`src/rtl/seccop_mbox_pkg.sv`:
```
package seccop_mbox_pkg;
   // cause / mask bit positions
   localparam int CAUSE_DONE    = 0;
   localparam int CAUSE_OVERRUN = 17;
   localparam int CAUSE_FULL    = 18;
   localparam int CAUSE_TOP     = 18;
   // queue status word: ready flag position
   localparam int QSTAT_RDY     = 8;

   function automatic logic [CAUSE_TOP:0] cause_impl();
      logic [CAUSE_TOP:0] m;
      m = '0;
      m[CAUSE_DONE]    = 1'b1;
      m[CAUSE_OVERRUN] = 1'b1;
      m[CAUSE_FULL]    = 1'b1;
      return m;
   endfunction
endpackage

```
`src/rtl/seccop_cmd_queue.sv`:
```
module seccop_cmd_queue #(
   parameter int EW    = 544,
   parameter int DEPTH = 4,
   localparam int PW   = (DEPTH > 1) ? $clog2(DEPTH) : 1,
   localparam int CW   = $clog2(DEPTH + 1)
) (
   input  logic          clk,
   input  logic          rst_n,
   input  logic          push,
   input  logic [EW-1:0] push_data,
   input  logic          pop,
   output logic [EW-1:0] head,
   output logic [CW-1:0] count,
   output logic          full,
   output logic          empty,
   output logic          fills
);
   generate
      if (DEPTH < 2 || (DEPTH & (DEPTH - 1)) != 0) begin : g_bad_depth
         $error("seccop_cmd_queue: DEPTH must be a power of two >= 2");
      end
   endgenerate

   logic [EW-1:0] store [DEPTH];
   logic [PW-1:0] wr_ptr, rd_ptr;
   logic          do_push, do_pop;

   assign full    = (count == CW'(DEPTH));
   assign empty   = (count == '0);
   assign do_push = push && !full;
   assign do_pop  = pop && !empty;
   assign head    = store[rd_ptr];
   assign fills   = do_push && !do_pop && (count == CW'(DEPTH - 1));

   always_ff @(posedge clk) begin
      if (do_push) store[wr_ptr] <= push_data;
   end

   always_ff @(posedge clk or negedge rst_n) begin
      if (!rst_n) begin
         wr_ptr <= '0;
         rd_ptr <= '0;
         count  <= '0;
      end else begin
         if (do_push) wr_ptr <= wr_ptr + PW'(1);
         if (do_pop)  rd_ptr <= rd_ptr + PW'(1);
         case ({do_push, do_pop})
            2'b10:   count <= count + CW'(1);
            2'b01:   count <= count - CW'(1);
            default: count <= count;
         endcase
      end
   end
endmodule

```
`src/rtl/seccop_result_bank.sv`:
```
module seccop_result_bank #(
   parameter int DW     = 32,
   parameter int NPARAM = 16
) (
   input  logic                 clk,
   input  logic                 rst_n,
   input  logic                 load,
   input  logic [DW-1:0]        retval_in,
   input  logic [NPARAM*DW-1:0] status_in,
   output logic [DW-1:0]        retval,
   output logic [NPARAM*DW-1:0] status
);
   always_ff @(posedge clk or negedge rst_n) begin
      if (!rst_n)    retval <= '0;
      else if (load) retval <= retval_in;
   end

   genvar g;
   generate
      for (g = 0; g < NPARAM; g++) begin : g_word
         always_ff @(posedge clk or negedge rst_n) begin
            if (!rst_n)    status[g*DW +: DW] <= '0;
            else if (load) status[g*DW +: DW] <= status_in[g*DW +: DW];
         end
      end
   endgenerate
endmodule

```
`src/rtl/seccop_irq_ctrl.sv`:
```
module seccop_irq_ctrl
   import seccop_mbox_pkg::*;
#(
   parameter int DW = 32
) (
   input  logic          clk,
   input  logic          rst_n,
   input  logic [DW-1:0] set,
   input  logic [DW-1:0] clr,
   input  logic          mask_we,
   input  logic [DW-1:0] mask_wd,
   output logic [DW-1:0] cause,
   output logic [DW-1:0] mask,
   output logic          irq
);
   generate
      if (DW <= CAUSE_TOP) begin : g_bad_dw
         $error("seccop_irq_ctrl: DW too narrow for cause bits");
      end
   endgenerate

   localparam logic [DW-1:0] IMPL = DW'(cause_impl());

   always_ff @(posedge clk or negedge rst_n) begin
      if (!rst_n) begin
         cause <= '0;
         mask  <= '1;
      end else begin
         cause <= ((cause & ~clr) | set) & IMPL;
         if (mask_we) mask <= mask_wd;
      end
   end

   assign irq = |(cause & ~mask);
endmodule

```
`src/rtl/seccop_mailbox.sv`:
```
module seccop_mailbox
   import seccop_mbox_pkg::*;
#(
   parameter int DW     = 32,
   parameter int NPARAM = 16,
   parameter int DEPTH  = 4,
   parameter int AW     = 8
) (
   input  logic                 clk,
   input  logic                 rst_n,
   input  logic [AW-1:0]        hst_addr,
   input  logic                 hst_wr,
   input  logic [DW-1:0]        hst_wdata,
   input  logic                 hst_rd,
   output logic [DW-1:0]        hst_rdata,
   output logic                 irq,
   input  logic                 cop_online,
   output logic                 cop_cmd_valid,
   output logic [DW-1:0]        cop_cmd,
   output logic [NPARAM*DW-1:0] cop_params,
   input  logic                 cop_pop,
   input  logic                 cop_done,
   input  logic [DW-1:0]        cop_retval,
   input  logic [NPARAM*DW-1:0] cop_status,
   output logic                 cop_qfull_err
);
   localparam int WAW = AW - 2;
   localparam int EW  = (NPARAM + 1) * DW;
   localparam int CW  = $clog2(DEPTH + 1);
   localparam logic [WAW-1:0] W_CMD = WAW'(NPARAM);
   localparam logic [WAW-1:0] W_RET = WAW'(2 * NPARAM);
   localparam logic [WAW-1:0] W_ST0 = WAW'(2 * NPARAM + 1);
   localparam logic [WAW-1:0] W_QS  = WAW'(3 * NPARAM + 1);
   localparam logic [WAW-1:0] W_CAU = WAW'(3 * NPARAM + 2);
   localparam logic [WAW-1:0] W_MSK = WAW'(3 * NPARAM + 3);

   generate
      if ((3 * NPARAM + 4) > (1 << WAW)) begin : g_bad_aw
         $error("seccop_mailbox: AW too small for register map");
      end
      if (CW > QSTAT_RDY || QSTAT_RDY >= DW) begin : g_bad_cw
         $error("seccop_mailbox: count field collides with ready flag");
      end
   endgenerate

   logic [WAW-1:0] widx;
   logic           unused_addr_lsb;
   assign widx            = hst_addr[AW-1:2];
   assign unused_addr_lsb = ^hst_addr[1:0];

   // ---------------- parameter staging and command word ----------------
   logic [NPARAM*DW-1:0] param_q;
   logic [DW-1:0]        last_cmd;
   logic                 cmd_wr, q_full, q_empty, q_fills, q_push, q_drop;
   logic [CW-1:0]        q_count;
   logic [EW-1:0]        q_head;

   always_ff @(posedge clk or negedge rst_n) begin
      if (!rst_n) begin
         param_q  <= '0;
         last_cmd <= '0;
      end else if (hst_wr) begin
         for (int i = 0; i < NPARAM; i++)
            if (widx == WAW'(i)) param_q[i*DW +: DW] <= hst_wdata;
         if (widx == W_CMD) last_cmd <= hst_wdata;
      end
   end

   assign cmd_wr = hst_wr && (widx == W_CMD);
   assign q_push = cmd_wr && !q_full;
   assign q_drop = cmd_wr && q_full;

   seccop_cmd_queue #(.EW(EW), .DEPTH(DEPTH)) u_queue (
      .clk       (clk),
      .rst_n     (rst_n),
      .push      (q_push),
      .push_data ({hst_wdata, param_q}),
      .pop       (cop_pop),
      .head      (q_head),
      .count     (q_count),
      .full      (q_full),
      .empty     (q_empty),
      .fills     (q_fills)
   );

   assign cop_cmd_valid = !q_empty;
   assign cop_cmd       = q_head[EW-1 -: DW];
   assign cop_params    = q_head[NPARAM*DW-1:0];

   always_ff @(posedge clk or negedge rst_n) begin
      if (!rst_n) cop_qfull_err <= 1'b0;
      else        cop_qfull_err <= q_drop;
   end

   // ---------------- completion payload ----------------
   logic [DW-1:0]        ret_q;
   logic [NPARAM*DW-1:0] stat_q;

   seccop_result_bank #(.DW(DW), .NPARAM(NPARAM)) u_result (
      .clk       (clk),
      .rst_n     (rst_n),
      .load      (cop_done),
      .retval_in (cop_retval),
      .status_in (cop_status),
      .retval    (ret_q),
      .status    (stat_q)
   );

   // ---------------- interrupt causes ----------------
   logic [DW-1:0] cause_set, cause_clr, cause_q, mask_q;

   always_comb begin
      cause_set                = '0;
      cause_set[CAUSE_DONE]    = cop_done;
      cause_set[CAUSE_OVERRUN] = q_drop;
      cause_set[CAUSE_FULL]    = q_fills;
   end
   assign cause_clr = (hst_wr && widx == W_CAU) ? hst_wdata : '0;

   seccop_irq_ctrl #(.DW(DW)) u_irq (
      .clk     (clk),
      .rst_n   (rst_n),
      .set     (cause_set),
      .clr     (cause_clr),
      .mask_we (hst_wr && widx == W_MSK),
      .mask_wd (hst_wdata),
      .cause   (cause_q),
      .mask    (mask_q),
      .irq     (irq)
   );

   // ---------------- host read path ----------------
   logic [DW-1:0] rd_mux;

   always_comb begin
      rd_mux = '0;
      for (int i = 0; i < NPARAM; i++) begin
         if (widx == WAW'(i))          rd_mux = param_q[i*DW +: DW];
         if (widx == W_ST0 + WAW'(i))  rd_mux = stat_q[i*DW +: DW];
      end
      if (widx == W_CMD) rd_mux = last_cmd;
      if (widx == W_RET) rd_mux = ret_q;
      if (widx == W_QS) begin
         rd_mux[QSTAT_RDY] = cop_online;
         rd_mux[CW-1:0]    = q_count;
      end
      if (widx == W_CAU) rd_mux = cause_q;
      if (widx == W_MSK) rd_mux = mask_q;
   end

   always_ff @(posedge clk or negedge rst_n) begin
      if (!rst_n)      hst_rdata <= '0;
      else if (hst_rd) hst_rdata <= rd_mux;
   end
endmodule

```
`config.mk`:
```
export PLATFORM = sky130hd
export DESIGN_NAME = seccop_mailbox
export DESIGN_NICKNAME = d
export VERILOG_FILES = /design/src/rtl/seccop_mbox_pkg.sv /design/src/rtl/seccop_cmd_queue.sv /design/src/rtl/seccop_result_bank.sv /design/src/rtl/seccop_irq_ctrl.sv /design/src/rtl/seccop_mailbox.sv
export SDC_FILE = /design/constraint.sdc
export NUM_CORES = 2
export LEC_CHECK = 0
export ABC_AREA = 1
export BUFFER_PORTS_ARGS = -buffer_cell sky130_fd_sc_hd__buf_2
export CORE_ASPECT_RATIO = 0.5
export CORE_MARGIN = 2
export CORE_UTILIZATION = 30
export CTS_BUF_LIST = sky130_fd_sc_hd__clkbuf_2
export DETAILED_ROUTE_END_ITERATION = 10
export PLACE_DENSITY_LB_ADDON = 0.2
export SETUP_SLACK_MARGIN = 0.4
export SLEW_MARGIN = 20
export SYNTH_ARGS = -nofsm -noshare
export SYNTH_HDL_FRONTEND = slang
export SYNTH_HIERARCHICAL = 1
export SYNTH_SLANG_ARGS = --single-unit
```
`constraint.sdc`:
```
create_clock -name clk -period 23 [get_ports clk]
set_input_delay 2.3 -clock clk [delete_from_list [all_inputs] [get_ports clk]]
set_output_delay 2.3 -clock clk [all_outputs]
set_load 0.01 [all_outputs]
```
## After elaboration in Yosys (flattened, before gate mapping)

Memories as Yosys holds them, arrays and structs flattened.
Cells that the tools add are included.

| storage, ports and cells | value |
|---|---|
| register bits | 1163 |
| memory bits (writable) | 2176 |
| bits of input ports | 591 |
| output and inout port bits | 579 |
| word-level logic and storage cells | 166 |
| memories | 1 |

| cells by class | value |
|---|---|
| add/subtract/negate cells | 4 |
| equal/unequal tests | 40 |
| mux-type cells | 42 |
| bitwise gates (word level) | 5 |
| reductions and logical operators | 33 |

Memories:

| name | words | width | rd ports | clocked after memory_dff | write ports | line | text |
|---|---|---|---|---|---|---|---|
| u_queue.store | 4 | 544 | 1 | 0 | 1 | seccop_cmd_queue.sv:24 | `logic [EW-1:0] store [DEPTH];` |

Operator list:

| cell | number |
|---|---|
| $mux W32 | 36 |
| $eq A6 B6 Y1 const B | 20 |
| $eq A6 B4 Y1 const B | 8 |
| $reduce_and A2 Y1 | 17 |
| $and A19 B32 Y32 | 1 |
| $not A32 Y32 | 1 |
| $reduce_or A32 Y1 | 1 |
| $eq A6 B3 Y1 const B | 4 |
| $and A19 B19 Y19 | 1 |
| $mux W19 | 1 |
| $not A19 Y19 | 1 |
| $or A19 B19 Y19 | 1 |
| $eq A6 B2 Y1 const B | 2 |
| $logic_and A1 B1 Y1 | 9 |
| $eq A6 B1 Y1 const B | 1 |
| $eq A6 B5 Y1 const B | 1 |
| $logic_not A6 Y1 | 1 |
| $pmux W3 S2 | 1 |
| $add A2 B1 Y2 const B | 2 |
| $add A3 B1 Y3 const B | 1 |
| $eq A3 B2 Y1 const B | 1 |
| $eq A3 B3 Y1 const B | 1 |
| $logic_not A1 Y1 | 3 |
| $logic_not A3 Y1 | 1 |
| other kinds (6) | 8 |

## Longest topological paths before layout

| logic depth | value |
|---|---|
| depth after elaboration | 38 |
| mapped depth | 27 |
| mapped depth without buffers | 26 |

## Cells and area by module

The synthesis kept the hierarchy.

Modules (own cells, without submodules):

| module | times used | cells each | area each (um2) | seq. area each (um2) |
|---|---|---|---|---|
| seccop_cmd_queue | 1 | 6412 | 85926.2 | 65517.8 |
| seccop_mailbox | 1 | 4220 | 30143.9 | 14438.8 |
| seccop_result_bank | 1 | 2298 | 20499.7 | 13613.1 |
| seccop_irq_ctrl | 1 | 178 | 1800.5 | 915.9 |

## Worst setup path after synthesis

No wires, ideal clock.

| path | value |
|---|---|
| path type | input-to-reg |
| from | input port hst_addr[2] |
| to | memory u_queue.store[0][0], enable pin |
| setup time | 1468 ps |
| data arrival time | 26206 ps |
| required time | 21532 ps |
| setup slack | -4673 ps |
| cell stages on the path | 10 |
| path buffers | 1 |
| cell sequence | nor2_1 -> nand2_1 -> nor2_1 -> inv_1 -> nor2_1 -> nand2_1 -> clkbuf_1 -> nor2_1 -> nand2_1 -> nor2_1 |

| between the ends | value |
|---|---|
| longest elaborated chain between the ends | 6 |

RTL lines:

| what | line | text |
|---|---|---|
| start, declared | seccop_mailbox.sv:11 | `input logic [AW-1:0] hst_addr,` |
| $eq A6 B5 Y1 | seccop_mailbox.sv:69 | `assign cmd_wr = hst_wr && (widx == W_CMD);` |
| $logic_and A1 B1 Y1 | seccop_mailbox.sv:69 |  |
| $logic_and A1 B1 Y1 | seccop_mailbox.sv:70 | `assign q_push = cmd_wr && !q_full;` |
| via q_push | seccop_mailbox.sv:54 | `logic cmd_wr, q_full, q_empty, q_fills, q_push, q_drop;` |
| $logic_and A1 B1 Y1 | seccop_cmd_queue.sv:30 | `assign do_push = push && !full;` |
| $mux W1 | seccop_cmd_queue.sv:36 | `if (do_push) store[wr_ptr] <= push_data;` |
| $mux W1 (implied by the code) | seccop_cmd_queue.sv:36 |  |
| end, declared | seccop_cmd_queue.sv:24 |  |

The timed path passes the listed nets, and every way through them passes these cells.

## Final worst setup path

| path | value |
|---|---|
| from | register u_queue.rd_ptr[0] |
| to | output port cop_params[260] |

| between the ends | value |
|---|---|
| longest elaborated chain between the ends | 1 |

RTL lines:

| what | line | text |
|---|---|---|
| start, declared | seccop_cmd_queue.sv:25 | `logic [PW-1:0] wr_ptr, rd_ptr;` |
| start signal, assigned | seccop_cmd_queue.sv:46 | `if (do_pop) rd_ptr <= rd_ptr + PW'(1);` |
| $mem_v2 Z4 W544 | -- |  |
| end, declared | seccop_mailbox.sv:20 | `output logic [NPARAM*DW-1:0] cop_params,` |

No other way between the ends.

==> out/qor.tcl <==
set qor(status) {complete, no violations}
set qor(detail_route.drc_violations) 0
set qor(synthesis.instances) 13080
set qor(io_pins) 1170
set qor(die_y_um) 484.0
set qor(swShare) 0.3971
set qor(achievable-frequency_ghz) 0.1108
set qor(p_leak_nw) 69.48
set qor(via_count_of_the_first_global_routing_pass) 95660
set qor(detail_route.first_pass.iterations) 7
set qor(rows) 176
set qor(power_report.internal_total_w) 0.009582
set qor(design.die.area_um2) 466600
set qor(clkPwrFrac) 0.261
set qor(cts_num_sinks) 3339
set qor(postLayoutSetupSlackWorst_ps) 13980
set qor(critPathLaunchType) {flip-flop}
set qor(dr_total_vias) 101900
set qor(initial_antenna_violation_count) 81
set qor(power_density_nw_per_um2) 100.8
set qor(syn_area_per_cell_um2) 10.57
set qor(worstSetupEndpointType) {output pin}
set qor(clock_transition_at_the_register_clock_pins_on_the_worst_setup_and_hold_paths_after_cts_ps) 110
set qor(first_drt_iteration_drcs) 10000
set qor(clk_path_buf_depth) 4
set qor(ys.warnings.count) 6
set qor(finalHoldViolCount) 0
set qor(area.growth.synth_to_final_pct) 14.02
set qor(hp-class) {in -> async}
set qor(maxSlewViolCount) 0
set qor(grt_max_degree) 232
set qor(gp_congestion) 0.8571
set qor(p_comb_frac) 0.296
set qor(syn_area_um2) 138300
set qor(power.net_switching_w) 0.006312
set qor(placement.io_buffers) 1167
set qor(fin_skew_ps) 261.0
set qor(r2r_slack_ps) 16860
set qor(cts_tree) {built}
set qor(placed_cell_area_um2) 150000
set qor(max_cap_viol_count) 0
set qor(cts.repair.resized) 0
set qor(final_layout_size_suffix_gt1_frac) 0.1941
set qor(period_needed_ps) 9025
set qor(ir_worst_vdd_mv) 0.08573
set qor(route.detailed.vias_per_inst) 4.782
set qor(crit_required_ps) 20700
set qor(grt_first_pass_wirelength_um) 751400
set qor(design_area_um2) 157600
set qor(cts.root.buffer_cell) {sky130_fd_sc_hd__clkbuf_2}
set qor(tightest_slew_ps) 1105
set qor(drt-total-wl_um) 553800
set qor(worst-endpoint-arrival_ps) 6720
set qor(postCtsHoldBufs) 0
set qor(sequential_cell_fraction_of_total_power) 0.443
set qor(grtUsageTotal) 0.2289
set qor(min_period_over_period) 0.3924
set qor(core_area_um2) 459400
set qor(final_net_count) 15060
set qor(overflow) 0
set qor(cts.htree.levels) 6
set qor(setup_total_negative_slack_ps) 0
set qor(floorplan.initialDensity) 0.3010
set qor(place_hpwl_um) 364000
set qor(critPathMaxFanout) 142
set qor(timing.max_slew.rel_slack) 0.2635
set qor(post-cts-setup-buffer-count) 0
set qor(ant_nets) 0
set qor(cts_made_buffers) 780
set qor(clk_latency_ps) 1980
set qor(pre_cts_ws_ps) 12520
set qor(rsz0062_at_grt) {false}
set qor(whs_ps) 347.0
set qor(die_width_um) 964.0
set qor(crit_type) {reg -> out}
set qor(timing.final.setup_violations) 0
set qor(routed_wire_length_per_instance_um) 25.98
[layout make-up]
type / count / area (um^2)
Clock buffer: 1240 / 6206
Timing Repair Buffer: 1374 / 7574
Fill cell: 47580 / 301700
Antenna cell: 47 / 117.6
Clock inverter: 205 / 1303
Multi-Input combinational cell: 7528 / 34820
Sequential cell: 3339 / 94490
Inverter: 1442 / 5436
Tap cell: 6141 / 7684
[path summary, 6_finish.rpt]
kind / from / end / cells after the start
worst max-delay path: u_queue/rd_ptr[0] / cop_params[260] / 9
worst min-delay path: rst_n / last_cmd[0] / 1
worst max register to register: u_queue/count[0] / u_queue/store[2][214] / 11
worst min register to register: u_irq/mask[11] / hst_rdata[11] / 4
max in group asynchronous: rst_n / param_q[245] / 5
min in group clk: u_irq/mask[11] / hst_rdata[11] / 4
[sequential cells by signal, indices dropped and copies added, names as in the netlist]
signal           flops
u_irq/cause          3
u_result/status    512
u_queue/wr_ptr       2
hst_rdata           32
u_irq/mask          32
u_queue/store     2176
cop_qfull_err        1
param_q            512
u_queue/rd_ptr       2
u_result/retval     32
u_queue/count        3
last_cmd            32
[routing by layer]
metal  routed length [um]  up-vias  track usage  part of all wire
li1                     -    46820            -                 -
met1               230800    50110       0.3060              0.42
met2               251500     4010       0.3577              0.45
met3                37750      952      0.03681             0.068
met4                33520       36       0.1241             0.061
met5                  232        -            0           0.00042
[placed cells by master (no fill, tap or decap), types with 5 or more instances in the layout]
master / count
sky130_fd_sc_hd__edfxtp_1: 2176
sky130_fd_sc_hd__clkbuf_2: 1240
sky130_fd_sc_hd__o22ai_1: 13
sky130_fd_sc_hd__or2_2: 81
sky130_fd_sc_hd__dfstp_2: 32
sky130_fd_sc_hd__inv_8: 5
sky130_fd_sc_hd__nor2_1: 101
sky130_fd_sc_hd__nand3_1: 113
sky130_fd_sc_hd__buf_2: 1165
sky130_fd_sc_hd__conb_1: 29
sky130_fd_sc_hd__o211ai_1: 1088
sky130_fd_sc_hd__nand2_2: 17
sky130_fd_sc_hd__buf_4: 194
sky130_fd_sc_hd__buf_12: 13
sky130_fd_sc_hd__nor2_2: 9
sky130_fd_sc_hd__o21ai_2: 29
sky130_fd_sc_hd__nand4_1: 215
sky130_fd_sc_hd__clkinv_4: 9
sky130_fd_sc_hd__nor2_4: 20
sky130_fd_sc_hd__clkinv_2: 22
sky130_fd_sc_hd__o21ai_0: 560
sky130_fd_sc_hd__bufinv_16: 14
sky130_fd_sc_hd__a21oi_1: 229
sky130_fd_sc_hd__or2_1: 8
sky130_fd_sc_hd__dfrtp_1: 1130
sky130_fd_sc_hd__diode_2: 47
sky130_fd_sc_hd__nand2_1: 4980
sky130_fd_sc_hd__ha_1: 6
sky130_fd_sc_hd__inv_2: 54
sky130_fd_sc_hd__nor3_1: 9
sky130_fd_sc_hd__clkinv_1: 133
sky130_fd_sc_hd__inv_6: 9
sky130_fd_sc_hd__inv_1: 1392
sky130_fd_sc_hd__clkinvlp_4: 9
[metrics by stage]
step / std cells / power, W / utilization
2_1_floorplan: 13100 / 0.009489 / -
3_3_place_gp: 19820 / 0.01194 / 0.3265
3_5_place_dp: 19820 / 0.01198 / 0.3265
4_1_cts: 21270 / 0.01613 / 0.3429
5_1_grt: 21280 / 0.01670 / 0.3430
6_report: 21320 / 0.01589 / 0.3432
[power by group through the flow]
stage	Sequential, W	Clock, W	Combinational (W)
2_1_floorplan	0.00705	0	0.00244
3_3_place_gp	0.00716	0	0.00478
3_5_place_dp	0.00717	0	0.00480
4_1_cts	0.00704	0.00427	0.00482
5_1_grt	0.00709	0.00458	0.00504
6_report	0.00705	0.00414	0.00470
[worst max-delay path: stages, from the launching register on]
cell	delay, ps
sky130_fd_sc_hd__dfrtp_1	470
sky130_fd_sc_hd__inv_8	480
sky130_fd_sc_hd__buf_4	780
sky130_fd_sc_hd__buf_12	530
sky130_fd_sc_hd__buf_4	700
sky130_fd_sc_hd__buf_4	820
sky130_fd_sc_hd__nand2_1	110
sky130_fd_sc_hd__o211ai_1	120
sky130_fd_sc_hd__nand2_1	210
sky130_fd_sc_hd__buf_2	200
Power figures use the tool's default switching activity.
